<file path="src/rtl/mwb_pkg.sv">
package mwb_pkg;
  localparam int DATA_W    = 32;
  localparam int OFF_W     = 10;
  localparam int OFF_LIMIT = 512;
  localparam int NGROUPS   = OFF_LIMIT / 4;
  localparam int GIDX_W    = $clog2(NGROUPS);

  typedef enum logic [1:0] {
    ST_IDLE   = 2'd0,
    ST_ACCESS = 2'd1,
    ST_RESP   = 2'd2
  } seqState_e;

  // Strobes from the sequencer to the datapath.
  typedef struct packed {
    logic load;   // capture a new host request
    logic step;   // current downstream access completes
    logic busy;   // a downstream access is being presented
  } dpCtl_t;

  // Default native-width map: byte, halfword and word register banks.
  function automatic logic [2*NGROUPS-1:0] defaultWidthMap();
    logic [2*NGROUPS-1:0] m;
    m = '0;
    for (int g = 0; g < NGROUPS; g++) begin
      if (g >= 16 && g < 32)      m[2*g +: 2] = 2'd1;
      else if (g >= 32 && g < 48) m[2*g +: 2] = 2'd2;
    end
    return m;
  endfunction

  function automatic logic [DATA_W-1:0] laneMask(input logic [1:0] code);
    case (code)
      2'd0:    laneMask = 32'h0000_00FF;
      2'd1:    laneMask = 32'h0000_FFFF;
      default: laneMask = 32'hFFFF_FFFF;
    endcase
  endfunction
endpackage

</file>
<file path="src/rtl/mwb_control.sv">
module mwb_control
  import mwb_pkg::*;
(
  input  logic   clk,
  input  logic   rstN,
  input  logic   hostReq,
  input  logic   regAck,
  input  logic   isLast,
  input  logic   isReject,
  output logic   hostReady,
  output logic   hostAck,
  output logic   regReq,
  output dpCtl_t ctl
);
  seqState_e state, stateNext;
  logic accept;

  assign accept    = hostReq && (state == ST_IDLE);
  assign hostReady = (state == ST_IDLE);
  assign hostAck   = (state == ST_RESP);
  assign regReq    = (state == ST_ACCESS);

  assign ctl.load = accept;
  assign ctl.step = (state == ST_ACCESS) && regAck;
  assign ctl.busy = (state == ST_ACCESS);

  always_comb begin
    stateNext = state;
    case (state)
      ST_IDLE:   if (accept) stateNext = isReject ? ST_RESP : ST_ACCESS;
      ST_ACCESS: if (regAck && isLast) stateNext = ST_RESP;
      ST_RESP:   stateNext = ST_IDLE;
      default:   stateNext = ST_IDLE;
    endcase
  end

  always_ff @(posedge clk) begin
    if (!rstN) state <= ST_IDLE;
    else       state <= stateNext;
  end

  // response is a single-cycle pulse
  p_ack_pulse_r8: assert property (@(posedge clk) disable iff (!rstN)
    hostAck |=> !hostAck);
  // host port stalls once a request is taken
  p_stall_r8: assert property (@(posedge clk) disable iff (!rstN)
    (hostReq && hostReady) |=> !hostReady);
  // rejected offsets respond at once without a downstream access
  p_reject_r2: assert property (@(posedge clk) disable iff (!rstN)
    (hostReq && hostReady && isReject) |=> (hostAck && !regReq));
  // request held until acknowledged
  p_hold_r9: assert property (@(posedge clk) disable iff (!rstN)
    (regReq && !regAck) |=> regReq);
endmodule

</file>
<file path="src/rtl/mwb_datapath.sv">
module mwb_datapath
  import mwb_pkg::*;
#(
  parameter int HOST_AW = 16,
  parameter logic [2*NGROUPS-1:0] WIDTH_MAP = defaultWidthMap()
) (
  input  logic               clk,
  input  logic               rstN,
  input  dpCtl_t             ctl,
  input  logic               hostWe,
  input  logic [1:0]         hostSize,
  input  logic [HOST_AW-1:0] hostAddr,
  input  logic [DATA_W-1:0]  hostWdata,
  input  logic [DATA_W-1:0]  regRdata,
  output logic [DATA_W-1:0]  hostRdata,
  output logic [OFF_W-1:0]   regAddr,
  output logic [1:0]         regWidth,
  output logic               regWe,
  output logic [DATA_W-1:0]  regWdata,
  output logic               isLast,
  output logic               isReject
);
  logic [OFF_W-1:0]  hostOff;
  logic [1:0]        mapCode, normWc, normSz;
  logic              unusedAddrBits;

  logic [OFF_W-1:0]  offQ;
  logic [1:0]        szQ, wcQ, pieceQ;
  logic              weQ, rmwQ;
  logic [DATA_W-1:0] wdQ, acc;

  logic              split;
  logic [OFF_W-1:0]  szMask, natMask, baseOff, unitOff, pieceOff;
  logic [1:0]        lastPiece, laneIdx;
  logic [5:0]        laneShift, pieceShift;
  logic [DATA_W-1:0] hostMask, natDataMask, mergeMask;

  // Request decode
  assign hostOff        = hostAddr[OFF_W-1:0];
  assign unusedAddrBits = ^hostAddr[HOST_AW-1:OFF_W];
  assign isReject       = hostOff >= OFF_W'(OFF_LIMIT);
  assign mapCode        = WIDTH_MAP[2*int'(hostOff[GIDX_W+1:2]) +: 2];
  assign normWc         = (mapCode == 2'd3) ? 2'd2 : mapCode;
  assign normSz         = (hostSize == 2'd3) ? 2'd2 : hostSize;

  // Piece and lane arithmetic
  always_comb begin
    split       = wcQ < szQ;
    szMask      = OFF_W'((1 << szQ) - 1);
    natMask     = OFF_W'((1 << wcQ) - 1);
    baseOff     = offQ & ~szMask;
    unitOff     = offQ & ~natMask;
    pieceOff    = OFF_W'(pieceQ) << wcQ;
    lastPiece   = 2'((1 << (int'(szQ) - int'(wcQ))) - 1);
    laneIdx     = offQ[1:0] & natMask[1:0] & ~szMask[1:0];
    laneShift   = 6'(8 * ((1 << wcQ) - (1 << szQ) - int'(laneIdx)));
    pieceShift  = 6'((8 << szQ) - ((int'(pieceQ) + 1) << (int'(wcQ) + 3)));
    hostMask    = laneMask(szQ);
    natDataMask = laneMask(wcQ);
    mergeMask   = hostMask << laneShift;
  end

  // Downstream access
  always_comb begin
    regWidth = wcQ;
    regAddr  = split ? (baseOff + pieceOff) : unitOff;
    regWe    = weQ && (split || (wcQ == szQ) || rmwQ);
    if (split)
      regWdata = (wdQ >> pieceShift) & natDataMask;
    else if (wcQ == szQ)
      regWdata = wdQ & hostMask;
    else
      regWdata = (acc & ~mergeMask) | ((wdQ & hostMask) << laneShift);
    if (split)
      isLast = (pieceQ == lastPiece);
    else
      isLast = !(weQ && (wcQ != szQ) && !rmwQ);
  end

  assign hostRdata = acc;

  always_ff @(posedge clk) begin
    if (!rstN) begin
      offQ <= '0; szQ <= '0; wcQ <= '0; weQ <= 1'b0; wdQ <= '0;
      acc <= '0; pieceQ <= '0; rmwQ <= 1'b0;
    end else if (ctl.load) begin
      offQ   <= hostOff;
      szQ    <= normSz;
      wcQ    <= normWc;
      weQ    <= hostWe;
      wdQ    <= hostWdata;
      acc    <= '0;
      pieceQ <= '0;
      rmwQ   <= 1'b0;
    end else if (ctl.step) begin
      if (split) begin
        acc    <= (acc << (8 << wcQ)) | (regRdata & natDataMask);
        pieceQ <= pieceQ + 2'd1;
      end else if (weQ) begin
        if (wcQ != szQ && !rmwQ) acc <= regRdata & natDataMask;
        rmwQ <= 1'b1;
      end else begin
        acc <= (regRdata >> laneShift) & hostMask;
      end
    end
  end

  // downstream offsets stay inside the mapped range
  p_range_r2: assert property (@(posedge clk) disable iff (!rstN)
    ctl.busy |-> (regAddr < OFF_W'(OFF_LIMIT)));
  // downstream address aligned to its width
  p_align_r3: assert property (@(posedge clk) disable iff (!rstN)
    ctl.busy |-> ((regAddr & natMask) == '0));
  // presented access does not change while waiting
  p_stable_r9: assert property (@(posedge clk) disable iff (!rstN)
    (ctl.busy && !ctl.step) |=> ($stable(regAddr) && $stable(regWdata)
                                 && $stable(regWidth) && $stable(regWe)));
endmodule

</file>
<file path="src/rtl/mwb_adapter.sv">
module mwb_adapter
  import mwb_pkg::*;
#(
  parameter int HOST_AW = 16,
  parameter logic [2*NGROUPS-1:0] WIDTH_MAP = defaultWidthMap()
) (
  input  logic               clk,
  input  logic               rstN,
  input  logic               hostReq,
  input  logic               hostWe,
  input  logic [1:0]         hostSize,
  input  logic [HOST_AW-1:0] hostAddr,
  input  logic [DATA_W-1:0]  hostWdata,
  output logic               hostReady,
  output logic               hostAck,
  output logic [DATA_W-1:0]  hostRdata,
  output logic               regReq,
  output logic               regWe,
  output logic [1:0]         regWidth,
  output logic [OFF_W-1:0]   regAddr,
  output logic [DATA_W-1:0]  regWdata,
  input  logic [DATA_W-1:0]  regRdata,
  input  logic               regAck
);
  dpCtl_t ctl;
  logic   isLast, isReject;

  mwb_control uCtl (
    .clk(clk), .rstN(rstN), .hostReq(hostReq), .regAck(regAck),
    .isLast(isLast), .isReject(isReject), .hostReady(hostReady),
    .hostAck(hostAck), .regReq(regReq), .ctl(ctl)
  );

  mwb_datapath #(.HOST_AW(HOST_AW), .WIDTH_MAP(WIDTH_MAP)) uDp (
    .clk(clk), .rstN(rstN), .ctl(ctl), .hostWe(hostWe), .hostSize(hostSize),
    .hostAddr(hostAddr), .hostWdata(hostWdata), .regRdata(regRdata),
    .hostRdata(hostRdata), .regAddr(regAddr), .regWidth(regWidth),
    .regWe(regWe), .regWdata(regWdata), .isLast(isLast), .isReject(isReject)
  );
endmodule

</file>
<file path="config.mk">
export PLATFORM = sky130hd
export DESIGN_NAME = mwb_adapter
export DESIGN_NICKNAME = d
export VERILOG_FILES = /design/src/rtl/mwb_pkg.sv /design/src/rtl/mwb_control.sv /design/src/rtl/mwb_datapath.sv /design/src/rtl/mwb_adapter.sv
export SDC_FILE = /design/constraint.sdc
export NUM_CORES = 1
export LEC_CHECK = 0
export ABC_CLOCK_PERIOD_IN_PS = 5100
export CELL_PAD_IN_SITES_DETAIL_PLACEMENT = 1
export CELL_PAD_IN_SITES_GLOBAL_PLACEMENT = 1
export CORE_ASPECT_RATIO = 0.8
export CORE_MARGIN = 2
export CORE_UTILIZATION = 35
export CTS_CLUSTER_SIZE = 24
export DETAILED_ROUTE_END_ITERATION = 8
export MAX_ROUTING_LAYER = met4
export PLACE_DENSITY = 0.87
export REMOVE_ABC_BUFFERS = 1
export SLEW_MARGIN = 40
export SYNTH_ARGS = -nofsm -noshare
export SYNTH_HDL_FRONTEND = slang
export SYNTH_SLANG_ARGS = --single-unit
</file>
<file path="constraint.sdc">
create_clock -name clk -period 5.1 [get_ports clk]
set_clock_uncertainty 0.1 [all_clocks]
set_input_delay 1.02 -clock clk [delete_from_list [all_inputs] [get_ports clk]]
set_output_delay 1.02 -clock clk [all_outputs]
set_load 0.01 [all_outputs]
</file>
==> flow_summary.toml <==
[synthesis]
syn_area_per_cell_sq_um = 7.64
synth_warnings = 0
synth.distinct_cells = 91
async_reset_ff_share_pct = 0
synth_flop_cell = "dfxtp_1"
synth-edff-count = 0
syn_inst = 1121
synth_area_sq_um = 8570
yosysSeqAreaShare_pct = 19.6
ys_ff_latch = 84

[floorplan]
pin_count = 167
fp.dieW_microns = 179
start_util_pct = 35.4
die_area_sq_um = 25800
die_h_microns = 144
core_area_sq_um = 24200
placementRows = 51

[clock_tree]
cts_tree = "yes"
htreeDepth = 3
cts.clk_slew.worst_paths_ns = 0.08
clock-sinks = 84
clock_path_buffers = 2
clock_latency_ns = 0.37
ctsRootBufferMaster = "clkbuf_16"
cts_buffers = 9

[critical_path]
critPathTopFamily = "compound AO/OA/AOI/OAI gates"
cp_max_fo = 15
critPathLaunchType = "flip-flop"
cp_num_buf_inv = 5
cp-end-kind = "output port"
crit_path_top_delay_cell = "clkdlybuf4s50_1"
crit_arrival_ns = 3.93
cp_slowest_stage_delay_ns = 0.49
worstPathCellList = "inv_2 -> ha_4 -> inv_1 -> nand2_1 -> o22ai_2 -> a21oi_1 -> ha_2 -> nand2b_4 -> a211o_1 -> a311oi_2 -> buf_4 -> nor4_2 -> o21ai_2 -> a21oi_4 -> buf_12 -> a221o_1 -> clkdlybuf4s50_1"
crit_type = "reg2out"
critPathRequiredTime_ns = 3.98

[sta]
final-setup-viol-count = 0
period_minus_slack_ns = 5.05
worstMarginPinSlew_ns = 0.770
slew_headroom_pct = 48.4
hold_viol = 0
timing.final.ws_setup_ns = 0.0539
post-route-period-util_pct = 98.9
max_freq_mhz = 198
drv_slew = 0
rsz0062_at_grt = "true"

[place]
place.gp.congestion = 1.00
dp_hpwl_mm = 30.2
detailedPlace.worstSlack_ns = 0.172
numPortBuffers = 160

[pwr]
p_comb_share_pct = 41.9
p_sw_mw = 1.03
clkPwrFrac_pct = 28.7
intPower_mw = 1.49
power_frac_seq_pct = 29.4
powerDensity_nw_per_um2 = 217
vdd_drop_max_v = 0.000151
p_leak_nw = 5.28
sw_frac_of_total_pct = 40.9

[layout]
finalNetCount = 1416
nFillCells = 2910
final_util_pct = 48.0
area_growth_pct = 35.4
num_antenna_cells = 0
drive_gt1_share_pct = 16.1

[global_route]
grt_pass1_vias = 9932
antenna_found_initial = 0
gr-total-overflow = 0
grt_pass1_wl_mm = 60.7
grt.total_usage_pct = 31.8
grt_max_degree = 48

[drt]
dr_total_vias = 10089
wl_per_cell_microns = 24.5
firstDrtPassIters = 8
antenna_left = 0
drtIter0Drc = 1212
viasPerCell = 6.19
wl_mm = 40.0
drc = 0

[hold_path]
hold_class = "reg2reg"

[job]
max_cap_violations = 0

[outcome]
status = "finished, final reports clean"
-- path summary, 6_finish.rpt --
path                    from           endpoint  slack, ns  cells past startpoint
max          uDp.regWidth[0]       regWdata[25]       0.05                     17
min              uDp.offQ[3]        uDp.offQ[3]       0.39                      2
max reg2reg  uDp.regWidth[0]  uDp.hostRdata[24]       1.26                     14
min reg2reg      uDp.offQ[3]        uDp.offQ[3]       0.39                      2
-- final cells by class --
type	instances	area (sq um)	area share [%]
well taps	318	398	3.43
clock inverters	7	81.3	0.701
repair buffers	261	2500	21.6
flip-flops and latches	84	1690	14.5
inverters	24	93.8	0.809
clock buffers	9	225	1.94
multi-input cells	927	6620	57.0
-- synthesized netlist by cell type (4+ instances only) --
| master | count | share of area [%] |
|---|---|---|
| a222oi_1 | 5 | 0.58 |
| buf_1 | 7 | 0.31 |
| nor3_1 | 9 | 0.53 |
| a221o_1 | 19 | 2.2 |
| nor2b_1 | 11 | 0.80 |
| a221oi_1 | 12 | 1.2 |
| a21oi_1 | 60 | 3.5 |
| xor2_1 | 6 | 0.61 |
| o21ai_0 | 56 | 3.3 |
| o221ai_1 | 12 | 1.2 |
| xnor2_1 | 4 | 0.41 |
| mux2_2 | 13 | 1.7 |
| nand3_1 | 26 | 1.5 |
| nand2_1 | 184 | 8.1 |
| o2111ai_1 | 6 | 0.61 |
| a22o_1 | 5 | 0.51 |
| dfxtp_1 | 84 | 20 |
| mux2i_1 | 132 | 15 |
| inv_1 | 23 | 1.0 |
| and2_1 | 15 | 1.1 |
| buf_6 | 5 | 0.66 |
| a31oi_1 | 14 | 1.0 |
| a32oi_1 | 4 | 0.41 |
| nor4b_1 | 4 | 0.41 |
| nand3b_1 | 4 | 0.35 |
| buf_4 | 5 | 0.44 |
| o31ai_1 | 5 | 0.44 |
| o21ai_1 | 9 | 0.53 |
| a22oi_1 | 22 | 1.9 |
| and3_1 | 16 | 1.2 |
| buf_2 | 18 | 1.1 |
| clkbuf_1 | 50 | 2.2 |
| a21boi_0 | 48 | 4.2 |
| ha_1 | 19 | 2.8 |
| mux4_2 | 10 | 2.6 |
| nor2_1 | 102 | 4.5 |
| o22ai_1 | 18 | 1.3 |
-- worst reg2reg max path, stage by stage (launching register included) --
cell        delay [ns]
dfxtp_2           0.34
inv_2             0.09
ha_1              0.20
clkinv_1          0.11
a21oi_2           0.17
ha_2              0.19
nor2_1            0.07
fa_2              0.64
clkinvlp_4        0.14
buf_4             0.16
buf_4             0.14
o41ai_4           0.75
and2_1            0.40
nand2_1           0.10
a31oi_1           0.16
-- logic make-up (layout without fill, tap and decap cells) --
family                     after synthesis  in the layout  synth area share, %
buffers and inverters                  110            301                 5.87
and+or+nand+nor                        399            399                 21.3
xor gates and xnor gates                12             12                 1.40
muxes                                  158            158                 20.2
DFF                                     84             84                 19.6
AOI/OAI and AO/OA                      336            336                 28.2
adders and majority gates               22             22                 3.48
-- placed cells by master (no fill, tap or decap), types with 12 or more instances in the layout --
master           Yosys  layout
a21boi_0            48      46
a21oi_1             60      59
a221o_1             19      19
a22oi_1             22      22
a31oi_1             14      14
and2_1              15      12
and3_1              16      16
buf_4                5      92
clkdlybuf4s50_1      0     132
dfxtp_1             84      81
dlymetal6s2s_1       0      26
ha_1                19      14
inv_1               23      19
mux2_2              13      13
mux2i_1            132     130
nand2_1            184     181
nand3_1             26      26
nor2_1             102     100
o21ai_0             56      52
o21ai_1              9      12
o22ai_1             18      17
-- sequential cells by signal (all words and copies together), names as in the netlist --
register,cells
uDp.regWidth,2
uDp.offQ,10
uCtl.state,2
uDp.wdQ,32
uDp.hostRdata,32
uDp.weQ,1
uDp.pieceQ,2
uDp.rmwQ,1
uDp.szQ,2
-- stage by stage --
stage	cells	hold slack, ns	power, mW	cell area (sq um)	TNS (ns)
floorplan	1035	0.338	1.25	8160	-70.04
global placement	1596	0.355	1.69	10800	0
detailed placement	1596	0.383	1.70	10800	0
CTS	1616	0.394	2.46	11300	0
global route	1630	0.414	2.62	11600	-0.144
finish	1630	0.388	2.52	11600	0
-- timing repair --
| item | CTS | global route |
|---|---|---|
| endpoints found under the setup margin | 33 | 33 |
| gates resized for setup | 26 | 60 |
| hold buffers | 0 | 0 |
| setup buffers | 4 | 13 |
| gates cloned | 0 | 1 |
| pin swaps | 6 | 12 |
-- power by group through the flow --
| stage | Clock, mW | Sequential (mW) | Combinational, mW |
|---|---|---|---|
| after floorplan | 0 | 0.732 | 0.522 |
| after global placement | 0 | 0.751 | 0.934 |
| after detailed placement | 0 | 0.753 | 0.950 |
| after CTS | 0.732 | 0.737 | 0.986 |
| after global routing | 0.755 | 0.742 | 1.12 |
| final | 0.723 | 0.742 | 1.06 |
-- per-layer routing --
metal / vias to the layer above / GRT usage, % / share of wire [%]
met2: 514 / 47.7 / 44
met4: 0 / 6.76 / 1.9
met3: 64 / 4.60 / 8.5
met1: 5000 / 45.2 / 46
li1: 4511 / - / -
met5: - / - / 0
No activity file was read; power rests on OpenSTA's default activity.
